===== src/rtl/adcrl_pkg.sv =====
package adcrl_pkg;
   localparam int ADDR_W = 2;
   localparam logic [ADDR_W-1:0] ADR_LO   = 2'd0;
   localparam logic [ADDR_W-1:0] ADR_HI   = 2'd1;
   localparam logic [ADDR_W-1:0] ADR_CTRL = 2'd2;
   localparam logic [ADDR_W-1:0] ADR_SEL  = 2'd3;
   localparam int CB_EN   = 0;
   localparam int CB_ADJ  = 1;
   localparam int CB_IE   = 2;
   localparam int CB_FLAG = 3;

   typedef struct packed {
      logic rd_lo;
      logic rd_hi;
      logic wr_ctrl;
      logic wr_sel;
   } bus_dec_t;
endpackage


===== src/rtl/adcrl_capture.sv =====
module adcrl_capture #(
   parameter int RES_W = 10
) (
   input  logic             clk,
   input  logic             rst_n,
   input  logic             en_next,
   input  logic             conv_done,
   input  logic [RES_W-1:0] conv_value,
   output logic             pend_o,
   output logic [RES_W-1:0] value_o
);
   logic             pend_q;
   logic [RES_W-1:0] value_q;

   always_ff @(posedge clk or negedge rst_n) begin
      if (!rst_n) begin
         pend_q  <= 1'b0;
         value_q <= '0;
      end else begin
         pend_q <= conv_done & en_next;
         if (conv_done & en_next) value_q <= conv_value;
      end
   end

   assign pend_o  = pend_q;
   assign value_o = value_q;
endmodule


===== src/rtl/adcrl_format.sv =====
module adcrl_format #(
   parameter int RES_W = 10,
   parameter int BUS_W = 8
) (
   input  logic               left,
   input  logic [RES_W-1:0]   value,
   output logic [2*BUS_W-1:0] word
);
   localparam int PAD = 2*BUS_W - RES_W;
   logic [2*BUS_W-1:0] right_w;
   logic [2*BUS_W-1:0] left_w;

   generate
      if (PAD == 0) begin : g_full
         assign right_w = value;
         assign left_w  = value;
      end else begin : g_pad
         assign right_w = {{PAD{1'b0}}, value};
         assign left_w  = {value, {PAD{1'b0}}};
      end
   endgenerate

   assign word = left ? left_w : right_w;
endmodule


===== src/rtl/adcrl_store.sv =====
module adcrl_store #(
   parameter int BUS_W = 8
) (
   input  logic               clk,
   input  logic               rst_n,
   input  logic               commit,
   input  logic [2*BUS_W-1:0] word,
   input  logic               rd_lo,
   input  logic               rd_hi,
   output logic [2*BUS_W-1:0] data_o,
   output logic               lock_o
);
   logic [2*BUS_W-1:0] data_q;
   logic               lock_q;
   logic               blocked;

   assign blocked = lock_q | rd_lo;

   always_ff @(posedge clk or negedge rst_n) begin
      if (!rst_n) begin
         data_q <= '0;
         lock_q <= 1'b0;
      end else begin
         if (commit && !blocked) data_q <= word;
         if (rd_lo)      lock_q <= 1'b1;
         else if (rd_hi) lock_q <= 1'b0;
      end
   end

   assign data_o = data_q;
   assign lock_o = lock_q;
endmodule


===== src/rtl/adcrl_ctrl.sv =====
module adcrl_ctrl #(
   parameter int CHAN_W = 4,
   parameter int REF_W  = 2,
   parameter int BUS_W  = 8
) (
   input  logic              clk,
   input  logic              rst_n,
   input  logic              wr_ctrl,
   input  logic              wr_sel,
   input  logic [BUS_W-1:0]  wdata,
   input  logic              commit,
   output logic              en_o,
   output logic              en_next_o,
   output logic              adj_o,
   output logic              ie_o,
   output logic              flag_o,
   output logic [CHAN_W-1:0] stage_chan_o,
   output logic [REF_W-1:0]  stage_ref_o,
   output logic [CHAN_W-1:0] chan_o,
   output logic [REF_W-1:0]  ref_o
);
   import adcrl_pkg::*;
   logic              en_q, adj_q, ie_q, flag_q;
   logic [CHAN_W-1:0] s_chan_q, a_chan_q;
   logic [REF_W-1:0]  s_ref_q, a_ref_q;

   always_ff @(posedge clk or negedge rst_n) begin
      if (!rst_n) begin
         en_q   <= 1'b0;
         adj_q  <= 1'b0;
         ie_q   <= 1'b0;
         flag_q <= 1'b0;
      end else begin
         if (wr_ctrl) begin
            en_q  <= wdata[CB_EN];
            adj_q <= wdata[CB_ADJ];
            ie_q  <= wdata[CB_IE];
         end
         if (commit)                         flag_q <= 1'b1;
         else if (wr_ctrl && wdata[CB_FLAG]) flag_q <= 1'b0;
      end
   end

   always_ff @(posedge clk or negedge rst_n) begin
      if (!rst_n) begin
         s_chan_q <= '0;
         s_ref_q  <= '0;
         a_chan_q <= '0;
         a_ref_q  <= '0;
      end else begin
         if (wr_sel) begin
            s_chan_q <= wdata[CHAN_W-1:0];
            s_ref_q  <= wdata[CHAN_W +: REF_W];
         end
         if (en_q) begin
            a_chan_q <= s_chan_q;
            a_ref_q  <= s_ref_q;
         end
      end
   end

   assign en_o         = en_q;
   assign en_next_o    = wr_ctrl ? wdata[CB_EN] : en_q;
   assign adj_o        = adj_q;
   assign ie_o         = ie_q;
   assign flag_o       = flag_q;
   assign stage_chan_o = s_chan_q;
   assign stage_ref_o  = s_ref_q;
   assign chan_o       = a_chan_q;
   assign ref_o        = a_ref_q;
endmodule


===== src/rtl/adc_result_regs.sv =====
module adc_result_regs #(
   parameter int RES_W  = 10,
   parameter int BUS_W  = 8,
   parameter int CHAN_W = 4,
   parameter int REF_W  = 2
) (
   input  logic                        clk,
   input  logic                        rst_n,
   input  logic                        conv_done,
   input  logic [RES_W-1:0]            conv_value,
   input  logic [adcrl_pkg::ADDR_W-1:0] bus_addr,
   input  logic                        bus_rd,
   input  logic                        bus_wr,
   input  logic [BUS_W-1:0]            bus_wdata,
   output logic [BUS_W-1:0]            bus_rdata,
   output logic                        irq,
   output logic [CHAN_W-1:0]           applied_chan,
   output logic [REF_W-1:0]            applied_ref
);
   import adcrl_pkg::*;
   localparam int WORD_W = 2*BUS_W;
   localparam int SEL_W  = CHAN_W + REF_W;

   generate
      if (RES_W <= BUS_W || RES_W > WORD_W) begin : g_bad_res
         $error("result width must exceed one bus byte and fit in two");
      end
      if (SEL_W > BUS_W) begin : g_bad_sel
         $error("channel and reference fields must fit one bus byte");
      end
      if (BUS_W < 4) begin : g_bad_bus
         $error("control register needs at least four bits");
      end
   endgenerate

   bus_dec_t          dec;
   logic              pend, en, en_next, adj, ie, flag, lock, commit;
   logic [RES_W-1:0]  pend_val;
   logic [WORD_W-1:0] fmt_word, data_word;
   logic [CHAN_W-1:0] stage_chan;
   logic [REF_W-1:0]  stage_ref;

   always_comb begin
      dec.rd_lo   = bus_rd && (bus_addr == ADR_LO);
      dec.rd_hi   = bus_rd && (bus_addr == ADR_HI);
      dec.wr_ctrl = bus_wr && (bus_addr == ADR_CTRL);
      dec.wr_sel  = bus_wr && (bus_addr == ADR_SEL);
   end

   assign commit = pend & en;

   adcrl_capture #(.RES_W(RES_W)) u_cap (
      .clk(clk), .rst_n(rst_n), .en_next(en_next),
      .conv_done(conv_done), .conv_value(conv_value),
      .pend_o(pend), .value_o(pend_val)
   );

   adcrl_format #(.RES_W(RES_W), .BUS_W(BUS_W)) u_fmt (
      .left(adj), .value(pend_val), .word(fmt_word)
   );

   adcrl_store #(.BUS_W(BUS_W)) u_store (
      .clk(clk), .rst_n(rst_n), .commit(commit), .word(fmt_word),
      .rd_lo(dec.rd_lo), .rd_hi(dec.rd_hi),
      .data_o(data_word), .lock_o(lock)
   );

   adcrl_ctrl #(.CHAN_W(CHAN_W), .REF_W(REF_W), .BUS_W(BUS_W)) u_ctrl (
      .clk(clk), .rst_n(rst_n), .wr_ctrl(dec.wr_ctrl), .wr_sel(dec.wr_sel),
      .wdata(bus_wdata), .commit(commit),
      .en_o(en), .en_next_o(en_next), .adj_o(adj), .ie_o(ie), .flag_o(flag),
      .stage_chan_o(stage_chan), .stage_ref_o(stage_ref),
      .chan_o(applied_chan), .ref_o(applied_ref)
   );

   always_comb begin
      bus_rdata = '0;
      case (bus_addr)
         ADR_LO:   bus_rdata = data_word[BUS_W-1:0];
         ADR_HI:   bus_rdata = data_word[WORD_W-1:BUS_W];
         ADR_CTRL: begin
            bus_rdata[CB_EN]   = en;
            bus_rdata[CB_ADJ]  = adj;
            bus_rdata[CB_IE]   = ie;
            bus_rdata[CB_FLAG] = flag;
         end
         default:  bus_rdata[SEL_W-1:0] = {stage_ref, stage_chan};
      endcase
   end

   assign irq = flag & ie;
endmodule


===== config.mk =====
export PLATFORM = sky130hd
export DESIGN_NAME = adc_result_regs
export DESIGN_NICKNAME = d
export VERILOG_FILES = /design/src/rtl/adcrl_pkg.sv /design/src/rtl/adcrl_capture.sv /design/src/rtl/adcrl_format.sv /design/src/rtl/adcrl_store.sv /design/src/rtl/adcrl_ctrl.sv /design/src/rtl/adc_result_regs.sv
export SDC_FILE = /design/constraint.sdc
export NUM_CORES = 1
export LEC_CHECK = 0
export ABC_AREA = 0
export BUFFER_PORTS_ARGS = -buffer_cell sky130_fd_sc_hd__buf_2
export CAP_MARGIN = 25
export CORE_ASPECT_RATIO = 0.5
export CORE_UTILIZATION = 49
export CTS_CLUSTER_DIAMETER = 50
export DETAILED_ROUTE_END_ITERATION = 16
export PLACE_DENSITY = 0.87
export SKIP_LAST_GASP = 1
export SYNTH_ARGS = -nofsm -noshare
export SYNTH_HDL_FRONTEND = slang
export SYNTH_SLANG_ARGS = --single-unit

===== constraint.sdc =====
create_clock -name clk -period 1.6 [get_ports clk]
set_clock_uncertainty 0.1 [all_clocks]
set_input_delay 0.16 -clock clk [delete_from_list [all_inputs] [get_ports clk]]
set_output_delay 0.16 -clock clk [all_outputs]
set_load 0.03 [all_outputs]

**Word level (Yosys, flattened, before mapping)**

Cells that the tools add are included.

- Register bits after elaboration: 44
- Input bits: 25
- Output and inout port bits: 15
- Word-level logic and storage cells: 38

- Equality and inequality tests: 3
- Multiplexer cells: 9
- Bitwise gates (word level): 4
- Reductions and logical operators: 10

Operators by type and width:

| cell | count |
|---|---|
| $mux W16 | 1 |
| $pmux W4 S3 | 1 |
| $logic_and A1 B1 Y1 | 6 |
| $pmux W2 S3 | 1 |
| $mux W1 | 5 |
| $eq A2 B2 Y1 const B | 2 |
| $pmux W2 S2 | 1 |
| $reduce_bool A2 Y1 | 2 |
| $and A1 B1 Y1 | 3 |
| $eq A2 B1 Y1 const B | 1 |
| $logic_not A2 Y1 | 1 |
| $logic_not A1 Y1 | 1 |
| $or A1 B1 Y1 | 1 |

**Longest topological paths before layout**

Gate-level depths: netlist of the first run.

- Word-level depth: 5
- Gate-level depth with buffers: 5
- Gate-level depth less buffers: 3

**Cells and area by module**

From an unflattened synthesis of the first run, not the netlist that was laid out.

- Cell total of the unflattened synthesis: 138
- Area total of the unflattened synthesis: 2,130.8 sq um

By module, submodules not included:

| module | times used | cells an instance | area an instance (sq um) | seq. area each (sq um) |
|---|---|---|---|---|
| adcrl_store | 1 | 37 | 651.9 | 425.4 |
| adcrl_ctrl | 1 | 35 | 648.1 | 400.4 |
| adcrl_capture | 1 | 24 | 442.9 | 275.3 |
| adc_result_regs | 1 | 24 | 230.2 | 0.0 |
| adcrl_format | 1 | 18 | 157.7 | 0.0 |

**Worst setup path before layout of the first run**

OpenSTA, ideal clock, no wires.

- Path type: reg-to-output
- Start point: reg u_ctrl.adj_q, in the netlist u_ctrl.adj_o
- End point: out bus_rdata[1]
- Arrival: 1.310 ns
- Data required time: 1.340 ns
- Setup slack: 0.030 ns
- Stages on the path, launching flop included: 4
- Path buffers: 2
- Path through: dfrtp_1 > clkbuf_1 > clkbuf_1 > mux4_2

- Longest elaborated chain between the ends: 1

Ends and longest elaborated chain:

| element | line | text |
|---|---|---|
| start, declared | adcrl_ctrl.sv:23 | `logic en_q, adj_q, ie_q, flag_q;` |
| start signal, assigned | adcrl_ctrl.sv:36 | `adj_q <= wdata[CB_ADJ];` |
| $pmux W4 S3 | adc_result_regs.sv:78 | `case (bus_addr)` |
| end, declared | adc_result_regs.sv:15 | `output logic [BUS_W-1:0] bus_rdata,` |

Every way passes these cells.

**Worst setup path in the final report of the first run**

- Start point: reg u_ctrl.s_chan_q[0], in the netlist u_ctrl.stage_chan_o[0]
- End point: out bus_rdata[0]

- Longest elaborated chain between the ends: 1

Ends and longest elaborated chain:

| element | line | text |
|---|---|---|
| start, declared | adcrl_ctrl.sv:24 | `logic [CHAN_W-1:0] s_chan_q, a_chan_q;` |
| start signal, assigned | adcrl_ctrl.sv:52 | `s_chan_q <= wdata[CHAN_W-1:0];` |
| $pmux W4 S3 | adc_result_regs.sv:78 |  |

Every way passes these cells.

==> flow_metrics.tcl, run 1 <==
set metrics [dict create \
    io_pins 40 \
    end_kind "primary output" \
    cts_tree "done" \
    fp.dieArea_um2 4400 \
    ant_nets 0 \
    cap_viol_max_count 0 \
    worstHoldStart "bus_wdata[5]" \
    start_kind "register" \
    insertedDiodeCount 0 \
    holdPathStages 2 \
    avgRoutedWirePerCell_um 18.8 \
    synth_top_area_share 0.545 \
    die_w_um 92.8 \
    track_usage 0.252 \
    outcome "finished, violations left" \
    drt-pass1-iter-count 4 \
    min_period_over_period 1.03 \
    area_growth_pct 31.3 \
    clockRootBuffer "clkbuf_8" \
    gp_congestion 0.757 \
    critical_path_class "register to primary output" \
    clk_pin_slew_ns 0.08 \
    holdWs_ns 0.00214 \
    final_cell_area_um2 2650 \
    synth_cell_type_count 24 \
    power_frac_clock 0.190 \
    drive_gt1_frac 0.519 \
    chipHeight_um 47.4 \
    place_area_um2 2330 \
    slew_violations 0 \
    fmax_mhz 606 \
    worstReg2RegStart "u_ctrl.en_o" \
    worstPathArrival_ns 1.39 \
    synth_cells 143 \
    yosysSeqAreaShare 0.545 \
    worstReg2RegEnd "u_cap.value_o[0]" \
    dpl.hpwl_um 3050 \
    start_util 0.515 \
    insertion_delay_ns 0.30 \
    syn-num-nets 168 \
    violations "setup timing" \
    timing.setup.tns_ns -0.123 \
    grt_pass1_wl_um 7740 \
    synth_area_per_cell_um2 14.1 \
    layout_min_cycle_time_ns 1.65 \
    clock_sinks 44 \
    cts_buffers 5 \
    drc_errors 0 \
    static-leakage-power_nw 1.26 \
    hp-class "primary input to register" \
    cts-htree-levels 2 \
    p_sw_mw 1.34 \
    grt-ovfl-total 0 \
    tightest_slew_ns 0.540 \
    min_to "u_ctrl.stage_ref_o[1]" \
    slew_headroom 0.640 \
    grt_max_degree 24 \
    nets 237 \
    cts_max_path_buffers 2 \
    synthesis.area_um2 2020 \
    core_area_um2 3920 \
    antenna_found_initial 0 \
    finalSetupViolations 4 \
    num_vias 1428 \
    fp-row-count 16 \
    synth-seq-cells 44 \
    crit_fanout 3 \
    finalHoldViolations 0 \
    ir_drop_uv 687 \
    crit_required_ns 1.34 \
    grt_pass1_vias 1451 \
    seq_power_share 0.446 \
    avgViaCountPerCell 5.37 \
    drt_iter0_drc 96 \
    power_mw 3.94 \
    yosysTopAreaCell "dfrtp_1" \
    routed_wl_um 5000 \
    reg2reg_depth 5 \
    comb_power_share 0.365 \
    rsz0062_at_grt "true" \
    switching_share 0.340 \
    power.density_nw_per_um2 1480 \
    synth.area.top_cells "dfrtp_1 54%, mux2_2 14%, mux2_4 6.7%" \
    io_buffer_count 37 \
    timing.final.ws_setup_ns -0.0499 \
    yosys_warnings 0 \
    p_int_mw 2.60 \
    rrSetupSlack_ns 0.01 \
]
[area by class of cell]
class	count	area, um^2
flip-flops and latches	44	1100
repair buffers	70	509
well taps	54	67.6
multi-input cells	85	855
fillers	250	1270
clock buffers	7	96.3
inverters	6	22.5
[per-layer routing]
layer / vias up / part of all wire / GRT usage / routed length, um
met5: - / 0 / 0 / 0
met4: 0 / 0.038 / 0.154 / 189
met2: 57 / 0.49 / 0.429 / 2430
met3: 21 / 0.053 / 0.0571 / 263
li1: 632 / - / - / -
met1: 718 / 0.42 / 0.313 / 2120
[Yosys cell counts (all sizes together)]
cell / number
a21o: 1
a22o: 3
and2: 1
and3b: 1
buf: 5
clkbuf: 3
dfrtp: 44
inv: 6
mux2: 39
mux2i: 9
mux4: 4
nand2: 12
nand2b: 1
nand3: 1
nor2: 3
nor2b: 6
nor3: 1
nor3b: 1
o21ai: 2
[worst max path at each step]
stage                                       from                end  slack (ns)  cells after the start
after floorplan                     u_ctrl.adj_o       bus_rdata[1]        0.03                      3
after global placement                    bus_rd  u_store.data_o[1]       -0.12                      4
after detailed placement                  bus_rd  u_store.data_o[4]       -0.18                      4
after CTS                            u_ctrl.en_o       bus_rdata[0]       -0.09                      3
after global routing                 u_ctrl.en_o       bus_rdata[0]       -0.08                      2
final                     u_ctrl.stage_chan_o[0]       bus_rdata[0]       -0.05                      2
[power by group through the flow]
stage / Combinational, mW / Sequential, mW / Clock, mW
detailed placement: 1.24 / 1.75 / 0
global placement: 1.19 / 1.73 / 0
finish: 1.44 / 1.75 / 0.747
floorplan: 0.819 / 1.77 / 0
CTS: 1.39 / 1.74 / 0.748
global route: 1.53 / 1.79 / 0.802
[sequential cells by signal, summed over array words and instances, names as in the netlist]
register	cells
u_ctrl.adj_o	1
u_ctrl.stage_ref_o	2
u_cap.pend_o	1
u_store.data_o	16
u_ctrl.chan_o	4
u_cap.value_o	10
u_ctrl.ie_o	1
u_ctrl.ref_o	2
u_ctrl.en_o	1
u_ctrl.stage_chan_o	4
u_ctrl.flag_o	1
u_store.lock_o	1
[repair_timing]
| item | in CTS | in global routing |
|---|---|---|
| endpoints found under the hold margin | 32 | 0 |
| gates resized for setup | 10 | 8 |
| endpoints found under the setup margin | 16 | 16 |
| pin swaps | 1 | 1 |
| hold buffers | 12 | 0 |
| setup buffers | 9 | 1 |
[cells by family after synthesis]
family | count (synthesis) | synth area share
muxes | 52 | 0.325
buffers and inverters | 14 | 0.0347
and+or+nand+nor | 27 | 0.0737
DFF | 44 | 0.545
AOI/OAI and AO/OA | 6 | 0.0217
[metrics by stage]
stage / cells / utilization / setup slack [ns]
final: 266 / 0.676 / -0.0499
after global routing: 266 / 0.676 / -0.0792
after CTS: 266 / 0.673 / -0.0863
after detailed placement: 238 / 0.593 / -0.180
after global placement: 238 / 0.593 / -0.116
after floorplan: 143 / - / 0.0303
[critical path: stages (launching register included)]
cell,delay (ns)
dfrtp_1,0.42
mux4_2,0.51
buf_6,0.16
[cells in the final DEF (no fill, tap or decap), types with 5 or more instances in the layout]
master / n
nor2b_1: 6
buf_2: 31
mux2_4: 9
mux2_2: 26
dlygate4sd3_1: 12
mux2i_1: 8
nand2_1: 10
buf_6: 5
buf_4: 21
dfrtp_1: 43
inv_1: 6
clkbuf_8: 7
Power figures use the tool's default switching activity.
==> inputs of run 2 (changes only) <==
--- a/config.mk
+++ b/config.mk
@@ -9,11 +9,11 @@
 export BUFFER_PORTS_ARGS = -buffer_cell sky130_fd_sc_hd__buf_2
 export CAP_MARGIN = 25
 export CORE_ASPECT_RATIO = 0.5
-export CORE_UTILIZATION = 49
-export CTS_CLUSTER_DIAMETER = 50
+export CORE_UTILIZATION = 54
 export DETAILED_ROUTE_END_ITERATION = 16
-export PLACE_DENSITY = 0.87
+export PLACE_DENSITY = 0.9
 export SKIP_LAST_GASP = 1
+export SLEW_MARGIN = 30
 export SYNTH_ARGS = -nofsm -noshare
 export SYNTH_HDL_FRONTEND = slang
 export SYNTH_SLANG_ARGS = --single-unit
==> constraint.sdc (replaced) <==
create_clock -name clk -period 1.8 [get_ports clk]
set_clock_uncertainty 0.1 [all_clocks]
set_input_delay 0.18 -clock clk [delete_from_list [all_inputs] [get_ports clk]]
set_output_delay 0.18 -clock clk [all_outputs]
set_load 0.03 [all_outputs]
==> run 2 against run 1 <==
Against the previous run: the flow now finishes without violations; sequential share of layout area up 4.0 points; power down 17%; count of clock-buffer cells in the layout up 1; first-iteration DRC count down 6.3%; cell count down 8.6%; sequential power down 10%; largest power group unchanged; highest routed layer unchanged.
==> flow_metrics.tcl, run 2 (same netlist as run 1, synthesis figures left out) <==
set metrics [dict create \
    outcome "complete, no violations" \
    io_buffer_count 37 \
    grt_pass1_wl_um 6590 \
    ant_nets 0 \
    ir_drop_uv 623 \
    cts-htree-levels 2 \
    timing.final.ws_setup_ns 0.0787 \
    grt_pass1_vias 1333 \
    clock_sinks 44 \
    cp_num_buf_inv 1 \
    start_util 0.576 \
    worstReg2RegStart "u_ctrl.en_o" \
    fin_util 0.689 \
    layout_common_cells "42 x dfrtp_1, 37 x buf_2, 26 x mux2_2" \
    grt_max_degree 25 \
    avgRoutedWirePerCell_um 16.9 \
    end_kind "primary output" \
    drive_gt1_frac 0.510 \
    timing.setup.tns_ns 0 \
    crit_required_ns 1.52 \
    worstPathArrival_ns 1.44 \
    core_area_um2 3510 \
    slew_violations 0 \
    area_growth_pct 19.8 \
    dpl.hpwl_um 2960 \
    track_usage 0.233 \
    nets 216 \
    worst_path_dominant_cell_family "flip-flops" \
    num_vias 1306 \
    crit_start "u_ctrl.adj_o" \
    fmax_mhz 581 \
    avgViaCountPerCell 5.37 \
    io_pins 40 \
    rsz0062_at_grt "false" \
    start_kind "register" \
    finalSetupViolations 0 \
    slowest_stage "dfrtp_2" \
    fp-row-count 15 \
    cp_slowest_stage_delay_ns 0.49 \
    tightest_slew_ns 0.552 \
    clockRootBuffer "clkbuf_8" \
    slew_headroom 0.632 \
    largest_reg_flops 16 \
    power.density_nw_per_um2 1360 \
    chipHeight_um 45.3 \
    drt_iter0_drc 90 \
    routed_wl_um 4100 \
    crit_chain "mux4_2, buf_2" \
    insertion_delay_ns 0.29 \
    hp-class "primary input to register" \
    final_common_cell "dfrtp_1" \
    drt-pass1-iter-count 4 \
    dp_slack_ns 0.178 \
    drc_errors 0 \
    gp_congestion 0.778 \
    static-leakage-power_nw 1.14 \
    critical_path_class "register to primary output" \
    grt-ovfl-total 0 \
    clk_pin_slew_ns 0.08 \
    holdWs_ns 0.0147 \
    cts_max_path_buffers 2 \
    worstHoldStart "conv_value[7]" \
    cts_tree "done" \
    finalHoldViolations 0 \
    fp.dieArea_um2 4010 \
    layout_min_cycle_time_ns 1.72 \
    antenna_found_initial 0 \
    crit_fanout 11 \
    cap_viol_max_count 0 \
    insertedDiodeCount 0 \
    min_period_over_period 0.956 \
    cts_buffers 5 \
    die_w_um 88.5 \
]
-- run 2: power breakdown --
group | total [mW] | switching, mW | internal [mW]
registers | 1.57 | 0.245 | 1.32
logic | 1.08 | 0.543 | 0.539
clock network | 0.634 | 0.321 | 0.313
total | 3.28 | 1.11 | 2.18
-- run 2: worst paths after layout --
| check | to | slack [ns] | depth (start not counted) |
|---|---|---|---|
| hold reg to reg | u_store.data_o[5] | 0.39 | 1 |
| setup reg to reg | u_store.data_o[7] | 0.31 | 4 |
| setup / recovery | bus_rdata[1] | 0.08 | 2 |
| hold / removal | u_cap.value_o[7] | 0.01 | 2 |
| max in group asynchronous | u_store.data_o[12] | 0.72 | 3 |
| min in group asynchronous | u_store.data_o[15] | 0.30 | 2 |
-- run 2: final cells by class --
cell class | count | area [um^2]
Tap cell | 51 | 63.8
Timing Repair Buffer | 49 | 290
Sequential cell | 44 | 1100
Multi-Input combinational cell | 85 | 850
Fill cell | 226 | 1090
Clock buffer | 8 | 90.1
Inverter | 6 | 22.5
-- run 2: per-stage QoR --
stage,power (mW),std cells,instance area [um^2]
detailed placement,2.65,234,2320
global route,3.44,243,2420
CTS,3.29,243,2420
floorplan,2.30,143,2020
finish,3.28,243,2420
global placement,2.58,234,2320
-- run 2: worst register-to-register path, cell delays in order (launching register included) --
cell and delay [ns]:
dfrtp_2 0.47, nand2_1 0.12, nor3_4 0.16, buf_12 0.19
mux2_1 0.35
-- run 2: timing repair --
item                       in CTS  in global routing
gates resized for setup         0                  2
buffers inserted                0                  0
hold endpoints to repair       22                  0
hold buffers                    1                  0
setup endpoints to repair       0                  2
-- run 2: per-layer routing --
layer	up-vias	GRT usage	wire length, um
li1	589	-	-
met1	687	0.315	1910
met4	0	0.0839	79
met5	-	0	0
met3	8	0.0530	115
met2	22	0.377	1990
